$ cat src/rtl/vqw_pkg.sv
package vqw_pkg;

  typedef enum logic [3:0] {
    ST_IDLE, ST_AVIDX, ST_AVENT, ST_DFLG, ST_DALO, ST_DAHI, ST_DLEN,
    ST_EBUF, ST_EDONE, ST_HALT
  } walk_st_t;

  localparam int FLG_NEXT  = 0;
  localparam int FLG_WRITE = 1;
  localparam int FLG_INDIR = 2;

  typedef struct packed {
    logic        done;
    logic        noreply;
    logic [15:0] head;
    logic [15:0] reply;
    logic [63:0] addr;
    logic [31:0] len;
  } vq_rec_t;

endpackage

$ cat src/rtl/vqw_desc_decode.sv
module vqw_desc_decode #(
  parameter int QSIZE = 32,
  parameter int IDX_W = $clog2(QSIZE)
) (
  input  logic [2:0]       flags,
  input  logic [15:0]      next_raw,
  output logic             is_write,
  output logic             is_indir,
  output logic             has_next,
  output logic             next_bad,
  output logic [IDX_W-1:0] next_idx
);
  import vqw_pkg::*;

  always_comb begin
    is_write = flags[FLG_WRITE];
    is_indir = flags[FLG_INDIR];
    has_next = flags[FLG_NEXT];
    next_bad = flags[FLG_NEXT] && (32'(next_raw) >= 32'(QSIZE));
    next_idx = next_raw[IDX_W-1:0];
  end

endmodule

$ cat src/rtl/vqw_idx_track.sv
module vqw_idx_track #(
  parameter int QSIZE = 32,
  parameter int IDX_W = $clog2(QSIZE)
) (
  input  logic             clk,
  input  logic             rst,
  input  logic             load,
  input  logic [IDX_W-1:0] avail_in,
  input  logic             adv,
  output logic [IDX_W-1:0] last_idx,
  output logic             work_now
);
  logic [IDX_W-1:0] avail_q;
  logic [IDX_W-1:0] last_q;

  assign last_idx = last_q;
  assign work_now = (avail_in != last_q);

  always_ff @(posedge clk) begin
    if (rst) begin
      avail_q <= '0;
      last_q  <= '0;
    end else begin
      if (load) avail_q <= avail_in;
      if (adv)  last_q  <= last_q + 1'b1;
    end
  end

  // a request is only retired while the stored driver index is ahead
  p_adv_has_work_r3: assert property (@(posedge clk) disable iff (rst)
    adv |-> (avail_q != last_q));

endmodule

$ cat src/rtl/vqw_out_reg.sv
module vqw_out_reg
  import vqw_pkg::*;
(
  input  logic    clk,
  input  logic    rst,
  input  logic    in_valid,
  output logic    in_ready,
  input  vq_rec_t in_rec,
  output logic    out_valid,
  input  logic    out_ready,
  output vq_rec_t out_rec
);
  assign in_ready = !out_valid || out_ready;

  always_ff @(posedge clk) begin
    if (rst) out_valid <= 1'b0;
    else if (in_ready) out_valid <= in_valid;
  end

  always_ff @(posedge clk) begin
    if (in_ready && in_valid) out_rec <= in_rec;
  end

  // a stalled record keeps its contents
  p_rec_hold_r10: assert property (@(posedge clk) disable iff (rst)
    (out_valid && !out_ready) |=> (out_valid && $stable(out_rec)));

endmodule

$ cat src/rtl/vq_avail_walker.sv
module vq_avail_walker #(
  parameter int QSIZE = 32,
  parameter int PFN_W = 20,
  localparam int ADDR_W = PFN_W + 12
) (
  input  logic              clk,
  input  logic              rst,
  input  logic              notify,
  input  logic [PFN_W-1:0]  queue_pfn,
  output logic              rd_req_valid,
  input  logic              rd_req_ready,
  output logic [ADDR_W-1:0] rd_req_addr,
  input  logic              rd_rsp_valid,
  input  logic [31:0]       rd_rsp_data,
  output logic              out_valid,
  input  logic              out_ready,
  output logic              out_done,
  output logic              out_noreply,
  output logic [15:0]       out_head,
  output logic [15:0]       out_reply,
  output logic [63:0]       out_addr,
  output logic [31:0]       out_len,
  output logic              err_indirect,
  output logic              err_range
);
  import vqw_pkg::*;

  localparam int IDX_W    = $clog2(QSIZE);
  localparam int RING_OFF = QSIZE * 16;

  walk_st_t         st;
  logic             req_sent;
  logic             rsp_take;
  logic [IDX_W-1:0] cur, head, nxt, reply;
  logic             has_next_q, noreply;
  logic [31:0]      alo, ahi, blen;

  logic [IDX_W-1:0] last_idx;
  logic             work_now;
  logic             trk_load, trk_adv;

  logic             d_write, d_indir, d_next, d_bad;
  logic [IDX_W-1:0] d_idx;
  logic [15:0]      entry;

  logic [ADDR_W-1:0] base_a, ring_a, desc_a;

  logic    rec_valid, rec_ready;
  vq_rec_t rec_in, rec_out;

  // ---------------- address generation ----------------
  always_comb begin
    base_a = {queue_pfn, 12'h000};
    ring_a = base_a + ADDR_W'(RING_OFF);
    desc_a = base_a + ADDR_W'({cur, 4'h0});
    case (st)
      ST_AVIDX: rd_req_addr = ring_a;
      ST_AVENT: rd_req_addr = ring_a + ADDR_W'(4) + ADDR_W'({last_idx >> 1, 2'b00});
      ST_DFLG:  rd_req_addr = desc_a + ADDR_W'(12);
      ST_DALO:  rd_req_addr = desc_a;
      ST_DAHI:  rd_req_addr = desc_a + ADDR_W'(4);
      ST_DLEN:  rd_req_addr = desc_a + ADDR_W'(8);
      default:  rd_req_addr = '0;
    endcase
  end

  always_comb begin
    rd_req_valid = 1'b0;
    case (st)
      ST_AVIDX, ST_AVENT, ST_DFLG, ST_DALO, ST_DAHI, ST_DLEN: rd_req_valid = !req_sent;
      default: rd_req_valid = 1'b0;
    endcase
  end

  assign rsp_take = rd_rsp_valid && req_sent;
  assign entry    = last_idx[0] ? rd_rsp_data[31:16] : rd_rsp_data[15:0];

  always_ff @(posedge clk) begin
    if (rst) req_sent <= 1'b0;
    else if (rd_req_valid && rd_req_ready) req_sent <= 1'b1;
    else if (rsp_take) req_sent <= 1'b0;
  end

  // ---------------- sub-blocks ----------------
  assign trk_load = (st == ST_AVIDX) && rsp_take;
  assign trk_adv  = (st == ST_EDONE) && rec_ready;

  vqw_idx_track #(.QSIZE(QSIZE), .IDX_W(IDX_W)) u_track (
    .clk      (clk),
    .rst      (rst),
    .load     (trk_load),
    .avail_in (rd_rsp_data[16 +: IDX_W]),
    .adv      (trk_adv),
    .last_idx (last_idx),
    .work_now (work_now)
  );

  vqw_desc_decode #(.QSIZE(QSIZE), .IDX_W(IDX_W)) u_dec (
    .flags    (rd_rsp_data[2:0]),
    .next_raw (rd_rsp_data[31:16]),
    .is_write (d_write),
    .is_indir (d_indir),
    .has_next (d_next),
    .next_bad (d_bad),
    .next_idx (d_idx)
  );

  always_comb begin
    rec_valid      = (st == ST_EBUF) || (st == ST_EDONE);
    rec_in.done    = (st == ST_EDONE);
    rec_in.noreply = (st == ST_EDONE) && noreply;
    rec_in.head    = 16'(head);
    rec_in.reply   = (st == ST_EDONE) ? 16'(reply) : 16'h0;
    rec_in.addr    = (st == ST_EDONE) ? 64'h0 : {ahi, alo};
    rec_in.len     = (st == ST_EDONE) ? 32'h0 : blen;
  end

  vqw_out_reg u_out (
    .clk       (clk),
    .rst       (rst),
    .in_valid  (rec_valid),
    .in_ready  (rec_ready),
    .in_rec    (rec_in),
    .out_valid (out_valid),
    .out_ready (out_ready),
    .out_rec   (rec_out)
  );

  assign out_done    = rec_out.done;
  assign out_noreply = rec_out.noreply;
  assign out_head    = rec_out.head;
  assign out_reply   = rec_out.reply;
  assign out_addr    = rec_out.addr;
  assign out_len     = rec_out.len;

  // ---------------- walk sequencer ----------------
  always_ff @(posedge clk) begin
    if (rst) begin
      st           <= ST_IDLE;
      cur          <= '0;
      head         <= '0;
      nxt          <= '0;
      reply        <= '0;
      has_next_q   <= 1'b0;
      noreply      <= 1'b0;
      alo          <= '0;
      ahi          <= '0;
      blen         <= '0;
      err_indirect <= 1'b0;
      err_range    <= 1'b0;
    end else begin
      case (st)
        ST_IDLE: if (notify) st <= ST_AVIDX;
        ST_AVIDX: if (rsp_take) st <= work_now ? ST_AVENT : ST_IDLE;
        ST_AVENT: if (rsp_take) begin
          if (32'(entry) >= 32'(QSIZE)) begin
            err_range <= 1'b1;
            st        <= ST_HALT;
          end else begin
            cur  <= entry[IDX_W-1:0];
            head <= entry[IDX_W-1:0];
            st   <= ST_DFLG;
          end
        end
        ST_DFLG: if (rsp_take) begin
          if (d_write) begin
            reply   <= cur;
            noreply <= 1'b0;
            st      <= ST_EDONE;
          end else if (d_indir) begin
            err_indirect <= 1'b1;
            st           <= ST_HALT;
          end else if (d_bad) begin
            err_range <= 1'b1;
            st        <= ST_HALT;
          end else begin
            has_next_q <= d_next;
            nxt        <= d_idx;
            st         <= ST_DALO;
          end
        end
        ST_DALO: if (rsp_take) begin alo  <= rd_rsp_data; st <= ST_DAHI; end
        ST_DAHI: if (rsp_take) begin ahi  <= rd_rsp_data; st <= ST_DLEN; end
        ST_DLEN: if (rsp_take) begin blen <= rd_rsp_data; st <= ST_EBUF; end
        ST_EBUF: if (rec_ready) begin
          if (has_next_q) begin
            cur <= nxt;
            st  <= ST_DFLG;
          end else begin
            noreply <= 1'b1;
            reply   <= '0;
            st      <= ST_EDONE;
          end
        end
        ST_EDONE: if (rec_ready) st <= ST_AVIDX;
        ST_HALT:  st <= ST_HALT;
        default:  st <= ST_IDLE;
      endcase
    end
  end

  // request address held under back-pressure
  p_req_hold_r10: assert property (@(posedge clk) disable iff (rst)
    (rd_req_valid && !rd_req_ready) |=> (rd_req_valid && $stable(rd_req_addr)));

  // no new request while a response is owed
  p_one_outstanding_r10: assert property (@(posedge clk) disable iff (rst)
    (rd_req_valid && rd_req_ready) |=> !rd_req_valid);

  // the indirect error is sticky until reset
  p_indir_sticky_r8: assert property (@(posedge clk) disable iff (rst)
    err_indirect |=> err_indirect);

  // after any error the read port stays silent
  p_err_quiet_r9: assert property (@(posedge clk) disable iff (rst)
    (err_range || err_indirect) |-> !rd_req_valid);

endmodule

$ cat config.mk
export PLATFORM = sky130hd
export DESIGN_NAME = vq_avail_walker
export DESIGN_NICKNAME = d
export VERILOG_FILES = /design/src/rtl/vqw_pkg.sv /design/src/rtl/vqw_desc_decode.sv /design/src/rtl/vqw_idx_track.sv /design/src/rtl/vqw_out_reg.sv /design/src/rtl/vq_avail_walker.sv
export SDC_FILE = /design/constraint.sdc
export NUM_CORES = 1
export LEC_CHECK = 0
export BUFFER_PORTS_ARGS = -buffer_cell sky130_fd_sc_hd__buf_2
export CORE_MARGIN = 3
export CORE_UTILIZATION = 58
export DETAILED_ROUTE_END_ITERATION = 7
export PLACE_DENSITY = 0.93
export SLEW_MARGIN = 20
export SYNTH_ARGS = -nofsm -noshare
export SYNTH_HDL_FRONTEND = slang
export SYNTH_SLANG_ARGS = --single-unit
$ cat constraint.sdc
create_clock -name clk -period 13.6 [get_ports clk]
set_input_delay 1.36 -clock clk [delete_from_list [all_inputs] [get_ports clk]]
set_output_delay 1.36 -clock clk [all_outputs]
set_load 0.02 [all_outputs]
# Word-level counts from Yosys, hierarchy flattened
# Cells that the tools add are included.
# word_totals
ramBits,0
reg_bits,250
elab_cells,132
inputBits,58
output_inout_bits,166
latch_bits,0
mem_bits_ro,0
mem_count,0
# op_classes
n_mul,0
n_reduce_logical,26
mux,43
n_shift,0
div,0
n_lt_le_gt_ge,2
eq_ne,27
addsub,8
bitwise_logic,4
# op_table
op,n
$pmux 32 s6,1
$add 32x3->32 const B,2
$add 32x4->32 const B,2
$mux 4,14
$mux 5,8
$pmux 4 s10,1
$ne 2x2->1 const B,17
$add 32x10->32 const B,1
$add 32x6->32,1
$add 32x9->32,1
$ge 16x6->1 const B,2
$pmux 5 s2,2
$eq 4x3->1 const B,4
$mux 16,1
$reduce_and 5->1,3
$mux 1,13
$reduce_and 9->1,1
$eq 4x2->1 const B,2
$eq 4x4->1 const B,2
$reduce_bool 2->1,4
$reduce_and 7->1,1
$logic_and 1x1->1,6
$reduce_and 2->1,3
$reduce_or 6->1,1
11 further kinds,17

# Longest topological paths before layout
# Gate-level depths: netlist (run 1).
# logic_depth
depth_word,7
depth_mapped,8

# Cells and area by module
# Synthesis (run 1) repeated with hierarchy kept, for this count alone.
# hier_totals
hier_cells,963
area_unflattened_um2,10186.0
# by_module_without_submodules
module,instances,area_each_um2,cells_per_inst
vq_avail_walker,1,5893.2,789
vqw_out_reg,1,3958.8,135
vqw_idx_track,1,246.5,26
vqw_desc_decode,1,87.6,13

# Least setup slack after synthesis (run 1)
# Ideal clock, no wire load.
# synth_path
path_kind,input to register
startpoint,input port out_ready
endpoint,"register u_out.out_rec[0] (netlist name), enable pin"
arrival_ns,5.975
cell_stages,2
setup_time_ns,0.575
setup_slack_ns,7.049
required_time_ns,13.025
cell_sequence,nor2b_1 -> nor2_1
# synth_between
elab_chain_cells,2
# synth_rtl
item,line,source
from (decl),vq_avail_walker.sv:16,"input logic out_ready,"
$logic_or 1x1->1,vqw_out_reg.sv:13,assign in_ready = !out_valid || out_ready;
$logic_and 1x1->1,vqw_out_reg.sv:21,if (in_ready && in_valid) out_rec <= in_rec;
to (signal assigned),vqw_out_reg.sv:21,
to (decl),vqw_out_reg.sv:11,output vq_rec_t out_rec
# No other way between the ends.
# A chain may end at the register's enable or synchronous reset.

# Worst setup path in the final report (run 1)
# layout_path
startpoint,register st[0]
endpoint,"register u_out.out_rec[58] (netlist name), enable pin"
# layout_between
elab_chain_cells,3
elab_cells_between_ends,4
classes_between,eq/ne: 2; reduce/logical: 2
# layout_rtl
item,line,source
from (decl),vq_avail_walker.sv:31,walk_st_t st;
from (signal assigned),vq_avail_walker.sv:154,ST_AVIDX: if (rsp_take) st <= work_now ? ST_AVENT : ST_IDLE;
$eq 4x3->1 or $eq 4x4->1 (tied branches),vq_avail_walker.sv:109,rec_valid = (st == ST_EBUF) || (st == ST_EDONE);
$logic_or 1x1->1 *,vq_avail_walker.sv:109,
$logic_and 1x1->1 *,vqw_out_reg.sv:21,
# Mark *: on every way between the ends. The rest lies on a longest branch, timed or not.

==> summary.md, run 1 <==
| Metric | Value |
|---|---|
| Run status | `completed` |
| Final period util | `0.295` |
| Initial antenna violation count | `0` |
| Cts bufs inserted | `23` |
| Clock skew | `0.00782 ns` |
| CTS root buf | `clkbuf_16` |
| Iter 0 DRT Violations | `569` |
| Largest family of logic cells by synthesized area | `simple AND/OR/NAND/NOR gates` |
| Layout area overhead | `17.8%` |
| P_leak | `4.30 nW` |
| Syn Std Cell Area | `9570 sq um` |
| I/O pins | `224` |
| Area post-placement | `10,600 sq um` |
| Worst-path clk slew | `0.06 ns` |
| CP required | `13.71 ns` |
| Setup crit end | `u_out.out_rec[58]$_SDFFCE_PP0P_` |
| GPL Wtd Cong | `0.920` |
| Internal power | `1.18 mW` |
| Simple-gate share of the synthesized area | `0.216` |
| Worst Path Arrival | `4.12 ns` |
| Adder-cell share of the synthesized area | `0.00262` |
| Seq/Total Area, Yosys | `0.613` |
| CTS tree | `built` |
| Cell depth of the worst flop-to-flop path | `4` |
| Worst R2R Setup Slack | `9.59 ns` |
| Period minus WS final | `4.01 ns` |
| Xor/xnor cell area share of the yosys netlist | `0.0119` |
| Kind of critical path | `register to register` |
| Fillers | `1,173` |
| Power density cells | `142 nW/um^2` |
| Post-synthesis mux area share | `0.0190` |
| Setup TNS | `0 ns` |
| Hold-fix buffers at CTS | `0` |
| Async set-reset flop share out of synthesis | `0` |
| PostCTS Resize Cnt | `0` |
| First-pass GRT wire length | `36,000 um` |
| Worst R2R End | `u_out.out_rec[58]$_SDFFCE_PP0P_` |
| Hold Vio Cnt, Final | `0` |
| Nets@finish | `1,168` |
| Vias in the first global route | `7,177` |
| Max-slew headroom | `0.321` |
| Setup slack at placement | `9.60 ns` |
| Clock Power Share | `0.371` |
| Net Sw Power | `421 uW` |
| Num Clock Sinks | `239` |
| Final core occ | `0.704` |
| H-tree depth | `1` |
| Total die area | `18,100 sq um` |
| Ant diodes | `0` |
| Register area | `5870 sq um` |
| GRT Overall Usage | `0.249` |
| Initial Util | `0.598` |
| Critical Path Start | `st[0]$_SDFFE_PP0P_` |
| Syn_area_per_cell | `10.2 sq um` |
| Crit Path Max Fanout | `74` |
| Post-DP HPWL | `15,200 um` |
| Tot Pwr | `1.60 mW` |
| Compound-gate portion of the synthesized area | `0.0886` |
| Mean routed wirelength per cell | `17.1 um` |
| Clock Latency Late Sink | `0.49 ns` |
| Maximum VDD drop | `0.115 mV` |
| Fin cells | `1,338` |
| Vias per Instance | `5.43` |
| Largest net degree at the start of global routing | `100` |
| Gr ovfl total | `0` |
| Switch share | `0.263` |
| Vias | `7,270` |
| RSZ-0062 raised after global routing | `false` |
| Remaining antenna violation count | `0` |
| Post-synth EDFFs | `108` |
| Design area | `11,300 sq um` |
| Worst hold-check path type | `register to register` |
| First-pass DRT Iterations | `5` |
| Setup WS post-layout | `9.59 ns` |
| Die Ht | `134 um` |
| Flops & latches, synth | `239` |
| DRC Markers | `0` |
| Core area | `16,000 sq um` |
| Clock Path Buffers | `3` |
| Critical path launch point type | `register` |
| Combinational group share of total power | `0.136` |
| Mapped Cells | `940` |
| Final wirelength | `22,900 um` |
| Die Width | `134 um` |
| IO Port Bufs | `197` |
| Fraction of layout cells with a size suffix above 1 | `0.223` |
| Placed cell count | `1,299` |
| Area occupied by multi-input gates | `3350 sq um` |
| Post-CTS Setup Inserts | `0` |
| Ys flop type | `dfxtp_1` |
| Max Cap Violations | `0` |
| Row count | `46` |
| Max Freq | `0.250 GHz` |
| Least-Margin Pin Slew | `1.02 ns` |
| Final setup violation count | `0` |
| Cell variety after synth | `46` |
| Worst R2R Start | `st[0]$_SDFFE_PP0P_` |
| Final slew viol count | `0` |
| Critical Path End Type | `register` |
| Part of the power in registers | `0.493` |
| Ys Warns | `0` |
| Worst hold slack | `0.430 ns` |
[placed cells by master, fill, tap and decap left out, types with 3 or more instances in the layout]
master	instances
and2_1	126
edfxtp_1	108
clkbuf_1	9
o2bb2ai_1	3
nand2b_1	9
conb_1	26
mux2i_1	17
buf_2	196
nor4_1	4
xor2_1	7
nor3_1	7
nor2_1	40
dfxtp_1	131
a21oi_1	113
nor4_2	4
inv_1	6
xnor2_1	6
buf_4	11
nand3_1	14
clkbuf_16	23
a211oi_1	5
o21ai_0	10
nand2_1	204
[kinds of logic (layout without fill, tap and decap cells)]
kind of cell	count (synthesis)	in the layout
XOR/XNOR	13	13
adder cells (fa/ha/maj)	2	2
flip-flops	239	239
other	1	26
buffers and inverters	95	252
multiplexers	18	18
AND/OR/NAND/NOR	425	425
AO/OA/AOI/OAI	147	147
[flip-flops by register name (all words and copies together), names as in the netlist, 4 cells and up]
| name | flops |
|---|---|
| ahi | 32 |
| alo | 32 |
| blen | 32 |
| reply | 5 |
| u_track.last_idx | 5 |
| st | 4 |
| u_out.out_rec | 108 |
| nxt | 5 |
| cur | 5 |
| head | 5 |
[how the worst min path moves through the flow]
stage | start | endpoint | slack [ns] | depth (start not counted)
3_5_place_dp | head[3]$_SDFFE_PP0P_ | u_out.out_rec[115]$_DFFE_PP_ | 0.42 | 0
6_report | head[1]$_SDFFE_PP0P_ | u_out.out_rec[113]$_DFFE_PP_ | 0.43 | 0
2_1_floorplan | head[0]$_SDFFE_PP0P_ | u_out.out_rec[112]$_DFFE_PP_ | 0.41 | 0
4_1_cts | head[1]$_SDFFE_PP0P_ | u_out.out_rec[113]$_DFFE_PP_ | 0.43 | 0
3_3_place_gp | head[1]$_SDFFE_PP0P_ | u_out.out_rec[113]$_DFFE_PP_ | 0.42 | 0
5_1_grt | head[1]$_SDFFE_PP0P_ | u_out.out_rec[113]$_DFFE_PP_ | 0.44 | 0
[area by class of cell]
class                      instances  area share
inverter                           6     0.00200
tap                              216      0.0240
clock inverter                     5     0.00500
clock buffer                      34      0.0565
timing repair buffer             207      0.0944
sequential                       239       0.521
multi-input combinational        631       0.297
[layer usage]
layer | global-route usage | up-vias | part of all wire
met1 | 0.320 | 3417 | 0.38
met4 | 0.0820 | 0 | 0.028
li1 | - | 3444 | -
met3 | 0.0334 | 54 | 0.083
met5 | 0 | - | 0
met2 | 0.437 | 355 | 0.50
[Yosys cell counts, types with 9 or more instances]
cell type  instances  area share
nand2b_1           9      0.0059
nand3_1           14      0.0073
nor2_1            41       0.016
buf_4             28       0.022
dfxtp_1          131        0.27
a21oi_1          113       0.059
edfxtp_1         108        0.34
o21ai_0           10      0.0052
nand2_1          204       0.080
and2_1           126       0.082
mux2i_1           17       0.018
clkbuf_1          55       0.022
[worst max-delay path: stages (launching register included)]
cell      delay (ns)
dfxtp_1         0.73
nand4b_1        0.75
and2_1          0.48
nor2_4          0.78
buf_4           0.85
[power by group through the flow]
stage | clock network [mW] | logic [mW] | registers [mW]
CTS | 0.601 | 0.219 | 0.788
global route | 0.627 | 0.236 | 0.791
global placement | 0 | 0.215 | 0.803
detailed placement | 0 | 0.218 | 0.803
floorplan | 0 | 0.142 | 0.809
finish | 0.593 | 0.218 | 0.789
No activity file was read; power rests on OpenSTA's default activity.
==> inputs of run 2 (changes only) <==
--- a/config.mk
+++ b/config.mk
@@ -7,9 +7,9 @@
 export LEC_CHECK = 0
 export BUFFER_PORTS_ARGS = -buffer_cell sky130_fd_sc_hd__buf_2
 export CORE_MARGIN = 3
-export CORE_UTILIZATION = 58
+export CORE_UTILIZATION = 54
 export DETAILED_ROUTE_END_ITERATION = 7
-export PLACE_DENSITY = 0.93
+export PLACE_DENSITY = 0.88
 export SLEW_MARGIN = 20
 export SYNTH_ARGS = -nofsm -noshare
 export SYNTH_HDL_FRONTEND = slang
==> constraint.sdc (replaced) <==
create_clock -name clk -period 4.06 [get_ports clk]
set_input_delay 0.406 -clock clk [delete_from_list [all_inputs] [get_ports clk]]
set_output_delay 0.406 -clock clk [all_outputs]
set_load 0.02 [all_outputs]
==> run 2 against run 1 <==
Compared with the run above:
- global-route usage shrank 1.7 points
- worst hold slack lost 0.25 ns
- critical path depth is the same
- critical path type unchanged
==> summary.md, run 2 (synthesis gave the netlist of run 1 again) <==
| Metric | Value |
|---|---|
| Nets@finish | `1,169 (+0.086%)` |
| Worst Path Arrival | `3.25 ns (-0.87 ns)` |
| Total die area | `19,300 sq um (+7.1%)` |
| Cts bufs inserted | `24 (+4.3%)` |
| I/O pins | `224 (unchanged)` |
| GR Util met3 | `0.0362 (+0.00282)` |
| Core area | `17,300 sq um (+8.1%)` |
| Final slew viol count | `0 (unchanged)` |
| Cells along the critical path | `or4b_2 > and2_1 > nor2_4 > buf_12` |
| P_leak | `4.36 nW (+1.4%)` |
| Top reg by flops | `u_out.out_rec` |
| CTS tree | `built` |
| CP required | `4.19 ns (-9.52 ns)` |
| Period minus WS final | `3.11 ns (-0.896 ns)` |
| Worst path bufs/invs | `1 (unchanged)` |
| Final period util | `0.767 (+0.472)` |
| Hold Vio Cnt, Final | `0 (unchanged)` |
| Largest net degree at the start of global routing | `109 (+9.0%)` |
| Met1 Usage GRT | `0.316 (-0.00421)` |
| Worst-path clk slew | `0.06 ns (about the same)` |
| Iter 0 DRT Violations | `534 (-6.2%)` |
| Critical path launch point type | `register` |
| CTS root buf | `clkbuf_16` |
| Ant diodes | `0 (unchanged)` |
| Gr ovfl total | `0 (unchanged)` |
| Max Cap Violations | `0 (unchanged)` |
| DRC Markers | `0 (unchanged)` |
| Commonest non-fill, non-tap cells in the layout | `204 x nand2_1, 196 x buf_2, 131 x dfxtp_1` |
| IO Port Bufs | `197 (unchanged)` |
| Vias per Instance | `5.41 (-0.45%)` |
| H-tree depth | `1 (unchanged)` |
| Power density cells | `493 nW/um^2 (+250%)` |
| Remaining antenna violation count | `0 (unchanged)` |
| Final wirelength | `23,000 um (+0.38%)` |
| Vias in the first global route | `6,994 (-2.5%)` |
| Run status | `completed` |
| Worst R2R Start | `st[3]$_SDFFE_PP0P_` |
| Vias | `7,313 (+0.59%)` |
| PostCTS Resize Cnt | `0 (unchanged)` |
| Hold-fix buffers at CTS | `0 (unchanged)` |
| First-pass DRT Iterations | `5 (unchanged)` |
| Worst R2R Setup Slack | `0.95 ns (-8.64 ns)` |
| Commonest non-fill, non-tap cell in the layout | `nand2_1` |
| First-pass GRT wire length | `36,700 um (+1.9%)` |
| GPL Wtd Cong | `0.917 (-0.28%)` |
| Crit Path Max Fanout | `108 (+46%)` |
| CP top delay family | `simple AND/OR/NAND/NOR gates` |
| Critical Path Start | `st[3]$_SDFFE_PP0P_` |
| Max incr delay on CP | `0.98 ns (+0.13 ns)` |
| Clock Path Buffers | `3 (unchanged)` |
| Worst hold slack | `0.180 ns (-0.250 ns)` |
| Clock Latency Late Sink | `0.50 ns (about the same)` |
| Max-slew headroom | `0.316 (-0.00489)` |
| Final core occ | `0.660 (-0.0446)` |
| Worst hold-check path type | `primary input to register` |
| Met2 usage | `0.385 (-0.0523)` |
| Post-DP HPWL | `14,800 um (-3.2%)` |
| Slowest cell on crit path | `or4b_2` |
| Num Clock Sinks | `239 (unchanged)` |
| Tot Pwr | `5.62 mW (+250%)` |
| Top Usage Layer GRT | `met2` |
| Fraction of layout cells with a size suffix above 1 | `0.225 (+0.00256)` |
| Critical Path End Type | `register` |
| Layout area overhead | `19.3%` |
| Kind of critical path | `register to register` |
| Post-CTS Setup Inserts | `0 (unchanged)` |
| Largest register FFs | `108 (unchanged)` |
| Setup TNS | `0 ns (unchanged)` |
| Fillers | `1,312 (+12%)` |
| Min-delay src | `rd_rsp_data[30]` |
| Die Ht | `139 um (+3.5%)` |
| GRT Overall Usage | `0.232 (-0.0172)` |
| Row count | `48 (+4.3%)` |
| Mean routed wirelength per cell | `17.0 um (-0.66%)` |
| Final setup violation count | `0 (unchanged)` |
| Initial Util | `0.553 (-0.0448)` |
| Die Width | `139 um (+3.5%)` |
| Clock skew | `0.00671 ns (-0.00110 ns)` |
| Least-Margin Pin Slew | `1.03 ns (+0.00974 ns)` |
| Max Freq | `0.321 GHz (+29%)` |
| Initial antenna violation count | `0 (unchanged)` |
| Maximum VDD drop | `0.298 mV (+160%)` |
| RSZ-0062 raised after global routing | `false` |
[run 2: cell count changes in the layout (fill, tap and decap cells not counted), moves of 2 or more]
cell / before / now
bufinv_16: 1 / 4
clkbuf_16: 23 / 25
clkbuf_8: 2 / 0
clkinv_1: 0 / 2
clkinv_2: 2 / 4
[run 2: metrics by stage]
stage	setup WS (ns)	instances	area, sq um
6_report	0.948	1352	11400
5_1_grt	0.811	1352	11400
4_1_cts	0.966	1352	11400
3_5_place_dp	0.974	1308	10600
3_3_place_gp	1.03	1308	10600
2_1_floorplan	0.722	965	9670
[run 2: power by group]
group / internal [mW] / switching, mW
logic: 0.229 / 0.491
registers: 2.57 / 0.0666
clock network: 1.38 / 0.883
total: 4.18 / 1.44
[run 2: final cells by class]
type                    count  area, sq um  area share
flip-flops and latches    239         5870       0.514
multi-input cells         631         3350       0.294
repair buffers            207         1080      0.0943
inverters                   6         22.5     0.00197
clock inverters            11          155      0.0136
clock buffers              33          656      0.0575
well taps                 225          282      0.0247
[run 2: path summary, 6_finish.rpt]
kind	end	cells past startpoint
setup reg to reg	u_out.out_rec[129]$_DFFE_PP_	4
hold reg to reg	u_out.out_rec[116]$_DFFE_PP_	0
setup / recovery	u_out.out_rec[129]$_DFFE_PP_	4
hold / removal	ahi[30]$_SDFFE_PP0P_	3
[run 2: per-layer routing]
layer,vias to the layer above,wire length [um]
met5,-,0
met4,0,647
met3,54,2000
met2,385,11100
met1,3424,9230
li1,3450,-
[run 2: tightest hold or removal path, stage by stage]
cell and delay, ns:
buf_2 0.12, nand2_1 0.05, a21oi_1 0.05
